--- src/rtl/mrf_pkg.sv ---
package mrf_pkg;

  localparam int XLEN        = 32;
  localparam int FIELD_W     = 8;
  localparam int NUM_FIELDS  = XLEN / FIELD_W;
  localparam int FLAGS_FIELD = NUM_FIELDS - 1;
  localparam int MODE_W      = 5;

  localparam int ARCH_REGS   = 16;
  localparam int IDX_W       = $clog2(ARCH_REGS);
  localparam int FIQ_BANKED  = 7;
  localparam int EXC_MODES   = 4;
  localparam int EXC_BANKED  = 2;
  localparam int FIQ_BASE    = ARCH_REGS;
  localparam int EXC_BASE    = FIQ_BASE + FIQ_BANKED;
  localparam int PHYS_GPRS   = EXC_BASE + EXC_MODES * EXC_BANKED;
  localparam int PHYS_W      = $clog2(PHYS_GPRS);
  localparam int SAVED_REGS  = EXC_MODES + 1;
  localparam int SAVED_W     = $clog2(SAVED_REGS);

  localparam logic [IDX_W-1:0] IDX_SP = IDX_W'(13);
  localparam logic [IDX_W-1:0] IDX_LR = IDX_W'(14);
  localparam logic [IDX_W-1:0] FIQ_LO = IDX_W'(8);

  localparam logic [XLEN-1:0] STATUS_RESET = XLEN'(32'h0000_00D3);

  typedef enum logic [MODE_W-1:0] {
    MODE_USR = 5'b10000,
    MODE_FIQ = 5'b10001,
    MODE_IRQ = 5'b10010,
    MODE_SVC = 5'b10011,
    MODE_ABT = 5'b10111,
    MODE_UND = 5'b11011,
    MODE_SYS = 5'b11111
  } cpuMode_e;

  // Strobes from control to storage
  typedef struct packed {
    logic               gprWe;
    logic [PHYS_W-1:0]  gprSel;
    logic [PHYS_W-1:0]  rdSelA;
    logic [PHYS_W-1:0]  rdSelB;
    logic               savedWe;
    logic [SAVED_W-1:0] savedSel;
    logic               savedVisible;
  } rfStrobes_t;

  function automatic logic isValidMode(input logic [MODE_W-1:0] m);
    case (m)
      MODE_USR, MODE_FIQ, MODE_IRQ, MODE_SVC,
      MODE_ABT, MODE_UND, MODE_SYS: return 1'b1;
      default:                      return 1'b0;
    endcase
  endfunction

  function automatic logic isPrivileged(input logic [MODE_W-1:0] m);
    return m != MODE_USR;
  endfunction

  // Modes other than fast interrupt that bank only r13/r14
  function automatic logic isExcMode(input logic [MODE_W-1:0] m);
    return (m == MODE_IRQ) || (m == MODE_SVC) || (m == MODE_ABT) || (m == MODE_UND);
  endfunction

  function automatic logic hasSaved(input logic [MODE_W-1:0] m);
    return (m == MODE_FIQ) || isExcMode(m);
  endfunction

  function automatic int excSlot(input logic [MODE_W-1:0] m);
    case (m)
      MODE_IRQ: return 0;
      MODE_SVC: return 1;
      MODE_ABT: return 2;
      default:  return 3;
    endcase
  endfunction

  function automatic logic [SAVED_W-1:0] savedSlot(input logic [MODE_W-1:0] m);
    if (m == MODE_FIQ) return '0;
    return SAVED_W'(excSlot(m) + 1);
  endfunction

  function automatic logic [PHYS_W-1:0] physIndex(input logic [MODE_W-1:0] m,
                                                   input logic [IDX_W-1:0]  idx);
    logic [PHYS_W-1:0] r;
    r = PHYS_W'(idx);
    if (m == MODE_FIQ) begin
      if (idx >= FIQ_LO && idx <= IDX_LR)
        r = PHYS_W'(FIQ_BASE + int'(idx) - int'(FIQ_LO));
    end else if (isExcMode(m)) begin
      if (idx == IDX_SP || idx == IDX_LR)
        r = PHYS_W'(EXC_BASE + EXC_BANKED * excSlot(m) + int'(idx) - int'(IDX_SP));
    end
    return r;
  endfunction

endpackage

--- src/rtl/mrf_ctrl.sv ---
module mrf_ctrl
  import mrf_pkg::*;
(
  input  logic                  clk,
  input  logic                  rstN,
  input  logic [IDX_W-1:0]      rdAddrA,
  input  logic [IDX_W-1:0]      rdAddrB,
  input  logic                  wrEn,
  input  logic [IDX_W-1:0]      wrAddr,
  input  logic                  psrWrEn,
  input  logic [NUM_FIELDS-1:0] psrWrMask,
  input  logic [XLEN-1:0]       psrWrData,
  input  logic                  savedWrEn,
  output rfStrobes_t            strb,
  output logic [XLEN-1:0]       statusQ
);

  logic [XLEN-1:0]   statusD;
  logic [MODE_W-1:0] curMode;
  logic              curPriv;

  assign curMode = statusQ[MODE_W-1:0];
  assign curPriv = isPrivileged(curMode);

  // Field-filtered next status word
  always_comb begin
    statusD = statusQ;
    if (psrWrEn) begin
      for (int f = 0; f < NUM_FIELDS; f++) begin
        if (psrWrMask[f] && (curPriv || f == FLAGS_FIELD))
          statusD[f*FIELD_W +: FIELD_W] = psrWrData[f*FIELD_W +: FIELD_W];
      end
      if (!isValidMode(statusD[MODE_W-1:0]))
        statusD[MODE_W-1:0] = statusQ[MODE_W-1:0];
    end
  end

  always_ff @(posedge clk or negedge rstN) begin
    if (!rstN) statusQ <= STATUS_RESET;
    else       statusQ <= statusD;
  end

  // Index mapping uses the mode in force before the edge
  always_comb begin
    strb.gprWe        = wrEn;
    strb.gprSel       = physIndex(curMode, wrAddr);
    strb.rdSelA       = physIndex(curMode, rdAddrA);
    strb.rdSelB       = physIndex(curMode, rdAddrB);
    strb.savedVisible = hasSaved(curMode);
    strb.savedWe      = savedWrEn && hasSaved(curMode);
    strb.savedSel     = savedSlot(curMode);
  end


  user_flags_only_chk: assert property (@(posedge clk) disable iff (!rstN)
    (psrWrEn && curMode == MODE_USR) |=> $stable(statusQ[XLEN-FIELD_W-1:0]));


  priv_flags_write_chk: assert property (@(posedge clk) disable iff (!rstN)
    (psrWrEn && curPriv && psrWrMask[FLAGS_FIELD])
      |=> statusQ[XLEN-1 -: FIELD_W] == $past(psrWrData[XLEN-1 -: FIELD_W]));


  mode_change_chk: assert property (@(posedge clk) disable iff (!rstN)
    (psrWrEn && curPriv && psrWrMask[0] && isValidMode(psrWrData[MODE_W-1:0]))
      |=> statusQ[MODE_W-1:0] == $past(psrWrData[MODE_W-1:0]));


  mode_legal_chk: assert property (@(posedge clk) disable iff (!rstN)
    isValidMode(statusQ[MODE_W-1:0]));


  saved_blocked_chk: assert property (@(posedge clk) disable iff (!rstN)
    (curMode == MODE_USR || curMode == MODE_SYS) |-> !strb.savedWe);

endmodule

--- src/rtl/mrf_datapath.sv ---
module mrf_datapath
  import mrf_pkg::*;
(
  input  logic            clk,
  input  logic            rstN,
  input  rfStrobes_t      strb,
  input  logic [XLEN-1:0] wrData,
  input  logic [XLEN-1:0] savedWrData,
  output logic [XLEN-1:0] rdDataA,
  output logic [XLEN-1:0] rdDataB,
  output logic [XLEN-1:0] savedRd
);

  logic [XLEN-1:0] gprArr   [PHYS_GPRS];
  logic [XLEN-1:0] savedArr [SAVED_REGS];

  for (genvar g = 0; g < PHYS_GPRS; g++) begin : g_gpr
    logic [XLEN-1:0] q;
    always_ff @(posedge clk or negedge rstN) begin
      if (!rstN)                                         q <= '0;
      else if (strb.gprWe && strb.gprSel == PHYS_W'(g))  q <= wrData;
    end
    assign gprArr[g] = q;
  end

  for (genvar s = 0; s < SAVED_REGS; s++) begin : g_saved
    logic [XLEN-1:0] q;
    always_ff @(posedge clk or negedge rstN) begin
      if (!rstN)                                            q <= '0;
      else if (strb.savedWe && strb.savedSel == SAVED_W'(s)) q <= savedWrData;
    end
    assign savedArr[s] = q;
  end

  assign rdDataA = gprArr[strb.rdSelA];
  assign rdDataB = gprArr[strb.rdSelB];
  assign savedRd = strb.savedVisible ? savedArr[strb.savedSel] : '0;


  gpr_write_lands_chk: assert property (@(posedge clk) disable iff (!rstN)
    strb.gprWe |=> gprArr[$past(strb.gprSel)] == $past(wrData));


  saved_write_lands_chk: assert property (@(posedge clk) disable iff (!rstN)
    strb.savedWe |=> savedArr[$past(strb.savedSel)] == $past(savedWrData));

endmodule

--- src/rtl/banked_regfile.sv ---
module banked_regfile
  import mrf_pkg::*;
(
  input  logic        clk,
  input  logic        rstN,
  input  logic [3:0]  rdAddrA,
  output logic [31:0] rdDataA,
  input  logic [3:0]  rdAddrB,
  output logic [31:0] rdDataB,
  input  logic        wrEn,
  input  logic [3:0]  wrAddr,
  input  logic [31:0] wrData,
  input  logic        psrWrEn,
  input  logic [3:0]  psrWrMask,
  input  logic [31:0] psrWrData,
  input  logic        savedWrEn,
  input  logic [31:0] savedWrData,
  output logic [31:0] statusOut,
  output logic [31:0] savedOut,
  output logic [4:0]  modeOut
);

  rfStrobes_t strb;

  mrf_ctrl i_ctrl (
    .clk       (clk),
    .rstN      (rstN),
    .rdAddrA   (rdAddrA),
    .rdAddrB   (rdAddrB),
    .wrEn      (wrEn),
    .wrAddr    (wrAddr),
    .psrWrEn   (psrWrEn),
    .psrWrMask (psrWrMask),
    .psrWrData (psrWrData),
    .savedWrEn (savedWrEn),
    .strb      (strb),
    .statusQ   (statusOut)
  );

  mrf_datapath i_dp (
    .clk         (clk),
    .rstN        (rstN),
    .strb        (strb),
    .wrData      (wrData),
    .savedWrData (savedWrData),
    .rdDataA     (rdDataA),
    .rdDataB     (rdDataB),
    .savedRd     (savedOut)
  );

  assign modeOut = statusOut[MODE_W-1:0];

endmodule

--- config.mk ---
export PLATFORM = sky130hd
export DESIGN_NAME = banked_regfile
export DESIGN_NICKNAME = d
export VERILOG_FILES = /design/src/rtl/mrf_pkg.sv /design/src/rtl/mrf_ctrl.sv /design/src/rtl/mrf_datapath.sv /design/src/rtl/banked_regfile.sv
export SDC_FILE = /design/constraint.sdc
export NUM_CORES = 2
export LEC_CHECK = 0
export BUFFER_PORTS_ARGS = -buffer_cell sky130_fd_sc_hd__clkbuf_2
export CORE_ASPECT_RATIO = 1.4
export CORE_MARGIN = 4
export CORE_UTILIZATION = 25
export CTS_BUF_LIST = sky130_fd_sc_hd__clkbuf_4
export DETAILED_ROUTE_END_ITERATION = 8
export MAX_ROUTING_LAYER = met4
export PLACE_DENSITY = 0.47
export REMOVE_ABC_BUFFERS = 1
export SYNTH_ARGS = -nofsm -noshare
export SYNTH_HDL_FRONTEND = slang
export SYNTH_SLANG_ARGS = --single-unit
--- constraint.sdc ---
create_clock -name clk -period 5.4 [get_ports clk]
set_input_delay 0.54 -clock clk [delete_from_list [all_inputs] [get_ports clk]]
set_output_delay 0.54 -clock clk [all_outputs]
set_load 0.01 [all_outputs]
# [Word level (Yosys, flattened, before mapping)]
# Cells that the tools add are included.
[op_classes] n_addsub=16 n_lt_le_gt_ge=9 eq_ne=54 mux=40 n_bitwise=3 reduce_logical=58
[ops] operator="32-bit binary-select mux with 5-bit select" count=2
[ops] operator="32-bit two-way mux" count=7
[ops] operator="5-bit equality test, second input constant" count=27
[ops] operator="32-bit binary-select mux with 3-bit select" count=1
[ops] operator="5-bit two-way mux" count=12
[ops] operator="1-bit logical AND" count=43
[ops] operator="5-bit by 4-bit equality test with 1-bit output, second input constant" count=8
[ops] operator="4-bit two-way mux" count=9
[ops] operator="5-bit subtractor, second input constant" count=6
[ops] operator="4-bit equality test, second input constant" count=6
[ops] operator="5-bit by 3-bit equality test with 1-bit output, second input constant" count=4
[ops] operator="4-bit >= comparator, second input constant" count=4
[ops] operator="8-bit two-way mux" count=2
[ops] operator="5-bit by 4-bit adder with 5-bit output, first input constant" count=3
[ops] operator="5-bit adder" count=3
[ops] operator="5-bit adder, first input constant" count=3
[ops] operator="6-bit >= comparator, second input constant" count=2
[ops] operator="4-bit less-or-equal comparator, second input constant" count=3
[ops] operator="5-bit inverter with 6-bit output" count=2
[ops] operator="5-bit by 2-bit equality test with 1-bit output, second input constant" count=2
[ops] operator="2-bit AND reduction" count=5
[ops] operator="3-bit two-way mux" count=3
[ops] operator="1-bit logical OR" count=7
[ops] operator="7-bit OR reduction" count=1
[ops] operator="other kinds (12)" count=15
[totals] regBits=1184 inputBits=117 wordCells=221

# [Logic depth before layout (Yosys ltp)]
[logic_depth] word_depth=16 depth_mapped=19 mapped_depth_nobuf=16

# [By module]
# From an unflattened synthesis, not the netlist that was laid out.
[hier_totals] cells_unflattened=4421 area_unflattened_um2=62588.8
[modules_own_cells] module="mrf_datapath" n_inst=1 cells_per_inst=4253 area_per_inst_um2=60614.4 seq_area_each_um2=28827.6
[modules_own_cells] module="mrf_ctrl" n_inst=1 cells_per_inst=163 area_per_inst_um2=1936.9 seq_area_each_um2=807.0
[modules_own_cells] module="banked_regfile" n_inst=1 cells_per_inst=5 area_per_inst_um2=37.5 seq_area_each_um2=0.0

# [Least setup slack after synthesis]
# Ideal clock, no wire load.
[synth_path] path_kind="register to output" from="register i_ctrl.statusQ[4]" to="output port rdDataB[31]" arrival_ns=4.192 path_slack_ns=0.668 path_stages_with_launch=17 path_buffers=3 cell_sequence="dfstp_2 -> clkbuf_1 -> and4bb_2 -> nand2_1 -> ha_1 -> a21boi_0 -> nor2_1 -> nor2_1 -> ha_1 -> ha_1 -> fa_1 -> a21oi_1 -> a211oi_1 -> clkbuf_1 -> clkbuf_1 -> a2111oi_0 -> nor4_1"
[synth_via] elab_chain_len=15 elab_cells_between_ends=22 classes_between="add/sub: 3; eq/ne: 5; mux: 10; bitwise: 1; reduce/logical: 3"
[synth_rtl] item="start: declaration" line_no="mrf_ctrl.sv:15" source="output logic [XLEN-1:0] statusQ"
[synth_rtl] item="start signal: assignment" line_no="mrf_ctrl.sv:40" source="else statusQ <= statusD;"
[synth_rtl] item="5-bit equality test" line_no="mrf_pkg.sv:62, mrf_pkg.sv:70"
[synth_rtl] item="2-bit case mux with 3 select lines" line_no="mrf_pkg.sv:70" source="case (m)"
[synth_rtl] item="4-bit two-way mux" line_no="mrf_pkg.sv:91" source="if (idx == IDX_SP || idx == IDX_LR)"
[synth_rtl] item="4-bit two-way mux" line_no="mrf_pkg.sv:90" source="end else if (isExcMode(m)) begin"
[synth_rtl] item="4-bit two-way mux" line_no="mrf_pkg.sv:87" source="if (m == MODE_FIQ) begin"
[synth_rtl] item="5-bit adder (2 in series)" line_no="mrf_pkg.sv:92" source="r = PHYS_W'(EXC_BASE + EXC_BANKED * excSlot(m) + int'(idx) - int'(IDX_SP));"
[synth_rtl] item="5-bit subtractor" line_no="mrf_pkg.sv:92"
[synth_rtl] item="5-bit two-way mux" line_no="mrf_pkg.sv:91"
[synth_rtl] item="5-bit two-way mux" line_no="mrf_pkg.sv:90"
[synth_rtl] item="5-bit two-way mux (*)" line_no="mrf_pkg.sv:87"
[synth_rtl] item="5-bit inverter with 6-bit output (not written as such) (*)" line_no="mrf_datapath.sv:36" source="assign rdDataB = gprArr[strb.rdSelB];"
[synth_rtl] item="32-bit binary-select mux with 5-bit select (*)" line_no="mrf_datapath.sv:36"
[synth_rtl] item="32-bit two-way mux (not written as such) (*) (2 in series)" line_no="mrf_datapath.sv:36"
[synth_rtl] item="end: declaration" line_no="banked_regfile.sv:9" source="output logic [31:0] rdDataB,"
# Every way passes the cells marked *; elsewhere a longest branch is shown, timed or not. The select of a mux whose other input is x is not followed.

# [Final worst setup path]
[layout_path] from="register i_ctrl.statusQ[3]" to="output port rdDataB[31]"
# The elaborated chain is that of the path after synthesis.

==> out/qor.csv <==
stage;metric;value;unit
status;status;complete, but fails checks;
status;failing checks;negative setup slack;
clock_tree;htree depth;5;
worst_setup_path;crit path cell chain;buf_4, nor2b_4, nand3_1, ha_4, buf_4, a21oi_2, nor2_2, buf_6, ha_4, ha_4, fa_1, a21oi_2, a211oi_4, buf_6, buf_12, nor2_4, buf_12, buf_16, nand2_4, nor2_4, nor4_4, clkbuf_8;
logic_synthesis;cells after synthesis;7059;
worst_hold_path;hold path endpoint;i_dp.g_gpr[3].q[4];
detailed_routing;First DRT Iteration DRCs;7532;
detailed_routing;DRT Pass-1 Iters;7;
die;Die Y;637;um
place;Cell Area, Placed;77400;um2
logic_synthesis;Cell Area, Synth;70700;um2
logic_synthesis;ranking of synthesized cells by area;dfrtp_1 42%, mux2_2 17%, o221ai_1 6.6%, o22ai_1 4.4%, o21ai_0 3.6%;
worst_setup_path;worst r2r src;i_ctrl.statusQ[3];
timing;Fmax;0.167;GHz
place;gpl congestion;0.851;
worst_hold_path;Worst Hold Launch;wrData[4];
layout;Filler cells;28700;
detailed_routing;DR vias/cell;6.14;
timing;period utilization;111;%
logic_synthesis;EDFF count, synth;0;
place;Setup WS pre-CTS;-0.421;ns
global_route;total grt overflow;0;
timing;Worst-Margin Slew;1.07;ns
worst_hold_path;HP Class;in2reg;
logic_synthesis;register area share after synthesis;41.9;%
timing;final hold vios;0;
layout;area taken by multi-input logic gates;40200;um2
global_route;first-pass GRT wire length;495000;um
detailed_routing;DRC;0;
timing;Min Hold Slack;0.112;ns
power;Max rail drop VDD;0.233;mV
layout;FF+latch area;29600;um2
clock_tree;Worst-path clk slew;0.06;ns
die;Core Area;281000;um2
die;Die ar.;292000;um2
worst_setup_path;slowest CP cell;fa_1;
power;P_leak;0.0356;uW
layout;share of cells above drive strength 1;34.2;%
worst_hold_path;Hold Crit Depth;2;
clock_tree;maximum buffer depth of the clock tree;4;
worst_setup_path;critical path class;reg2out;
logic_synthesis;Synth Flop Type;dfrtp_1;
logic_synthesis;Yosys top cell area share;41.7;%
clock_tree;Inserted Clock Buffers;326;
die;row count;230;
detailed_routing;Antenna Nets Post-Route;0;
timing;count of final setup violators;64;
die;Die Width;458;um
place;# port buffers;249;
worst_setup_path;worst stage delay on the critical path;0.53;ns
worst_setup_path;CP dominant cell by count;ha_4;
layout;Area growth syn-to-layout;23.0;%
logic_synthesis;biggest area consumer among synthesized cells;dfrtp_1;
place;dpl cells;10500;
worst_setup_path;worst-case reg-to-reg path depth;20;
die;Ports;250;
detailed_routing;DR vias;69500;
global_route;number of global-route vias before repair;68900;
logic_synthesis;Warnings, synthesis;0;
layout;number of nets in the layout;7472;
global_route;Tot GR Track Use;23.3;%
worst_setup_path;Max FO, Critical Path;10;
clock_tree;Root Driver;clkbuf_4;
detailed_routing;routed len/inst;31.0;um
place;Detailed Place HPWL;196000;um
worst_setup_path;reg2reg end;i_dp.g_gpr[1].q[2];
clock_tree;CTS tree;built;
worst_setup_path;Worst setup SP type;flip-flop;
worst_setup_path;endpoint class of the critical path;output port;
power;Power Dens Cells;375;nW/um2
die;Starting Density;25.2;%
logic_synthesis;asr flop ratio synth;100;%
timing;unrepaired setup endpoints after global routing;true;
layout;Post-Layout Cell Count;11300;
logic_synthesis;Cell variety after synth;75;
global_route;largest net degree at the start of global routing;173;
detailed_routing;routed wire length;351000;um
logic_synthesis;Mean Syn Cell Area;10.0;um2
timing;setup ws final;-0.571;ns
layout;post-route design area;87000;um2
timing;Clock Skews;0.127;ns
flow_run;max-cap check violation count;0;
logic_synthesis;Yosys reg bits;1184;
timing;Slew HR;28.7;%
global_route;initial antenna violation count;33;
clock_tree;clk sinks;1184;
clock_tree;worst skew pair latency;1.23;ns
worst_setup_path;CP Data Arrival Time;5.43;ns
worst_setup_path;register-to-register setup slack;0.50;ns
timing;Slew Limit Fails;0;
timing;Tmin final;5.97;ns
worst_setup_path;Critical Path RT;4.86;ns
-- stage by stage --
| step | power (uW) | setup TNS (ns) | utilization (%) |
|---|---|---|---|
| 4_1_cts | 32100 | -38.86 | 30.4 |
| 5_1_grt | 34200 | -44.90 | 30.9 |
| 3_5_place_dp | 22700 | -5.23 | 27.5 |
| 6_report | 32600 | -30.40 | 30.9 |
| 3_3_place_gp | 22400 | -4.31 | 27.5 |
| 2_1_floorplan | 18200 | -455.75 | - |
-- how the worst max path moves through the flow --
stage                            startpoint          end  slack (ns)  cells past startpoint
after floorplan                  rdAddrB[1]  rdDataB[31]      -10.73                      9
after global placement    i_ctrl.statusQ[2]   rdDataA[7]       -0.41                     16
after detailed placement  i_ctrl.statusQ[2]   rdDataA[7]       -0.42                     16
after CTS                 i_ctrl.statusQ[0]  rdDataA[13]       -0.69                     18
after global routing      i_ctrl.statusQ[3]   rdDataA[1]       -0.78                     20
final                     i_ctrl.statusQ[3]  rdDataB[31]       -0.57                     22
-- critical path: cells and delay by family, from the launching register on --
family / cells / cell delay [ns]
buffers and inverters: 8 / 1.28
adder cells (fa/ha/maj): 4 / 1.09
AND/OR/NAND/NOR: 7 / 0.97
AO/OA/AOI/OAI: 3 / 0.45
flip-flops: 1 / 0.38
-- routing by layer --
| layer | vias up | part of all wire (%) | GRT usage, % |
|---|---|---|---|
| met4 | 0 | 8.0 | 15.7 |
| met2 | 4886 | 45 | 35.9 |
| met1 | 34800 | 37 | 27.1 |
| met3 | 1442 | 9.3 | 5.15 |
| met5 | - | 0 | - |
| li1 | 28300 | - | - |
-- area by class of cell --
type	instances	share of cell area [%]
well taps	3712	5.34
flip-flops and latches	1184	34.1
inverters	16	0.0892
clock inverters	81	0.603
repair buffers	790	9.48
clock buffers	469	4.05
multi-input cells	5021	46.2
diodes	43	0.124
-- timing repair --
item / 4_1_cts / 5_1_grt
hold endpoints to repair: 746 / 0
resized for setup: 320 / 236
setup endpoints to repair: 64 / 64
cloned: 13 / 10
hold buffers: 126 / 0
setup buffers: 38 / 34
pin swaps: 75 / 67
-- placed cells by master (no fill, tap or decap), types with 45 or more instances in the layout --
master	n
a31oi_1	62
o22ai_1	495
a21oi_1	271
nand2_1	268
dfrtp_1	1179
a211oi_1	209
mux2_2	1064
clkbuf_2	190
mux2i_1	162
o211ai_1	71
nor3_1	84
a2bb2oi_1	61
mux2_1	117
o21ai_0	492
dlygate4sd3_1	125
or3_1	136
o221ai_1	536
clkinv_1	55
buf_4	244
clkbuf_4	469
buf_12	122
nor2_1	401
buf_6	45
-- logic make-up (layout without fill, tap and decap cells) --
logic type	after synthesis	in the layout	synth area share (%)
AO/OA/AOI/OAI	2526	2526	24.4
XOR/XNOR	4	4	0.0495
adder cells (fa/ha/maj)	16	16	0.315
buffers and inverters	855	1356	4.93
flip-flops	1184	1184	41.9
multiplexers	1343	1343	21.1
other	0	43	0
AND/OR/NAND/NOR	1131	1132	7.34
-- cells in the mapped netlist, types with 7 or more instances --
cell / count
dfrtp_1: 1179
mux2_2: 1064
clkbuf_1: 663
o221ai_1: 536
o21ai_0: 513
o22ai_1: 495
nor2_1: 415
a21oi_1: 310
nand2_1: 295
a211oi_1: 214
mux2i_1: 162
or3_1: 161
mux2_1: 117
nor3_1: 108
buf_2: 85
a31oi_1: 84
o211ai_1: 71
a2bb2oi_1: 61
buf_1: 58
a311oi_1: 57
nand3_1: 39
nand4_1: 36
a221oi_1: 33
o31ai_1: 32
o32ai_1: 32
o221a_2: 30
buf_4: 21
nor2b_1: 21
nand2b_1: 16
inv_1: 15
ha_1: 13
buf_6: 12
nor2_4: 8
a22oi_1: 7
and2_1: 7
-- flip-flops by register name, summed over array words and instances (netlist names) --
register        cells
i_dp.g_gpr.q      992
i_dp.g_saved.q    160
i_ctrl.statusQ     32
-- power by group --
| part | switching, uW | internal [uW] |
|---|---|---|
| Clock | 4240 | 4300 |
| Combinational | 6220 | 4920 |
| Sequential | 2180 | 10800 |
Note: power is estimated with default switching activity, not from simulation.
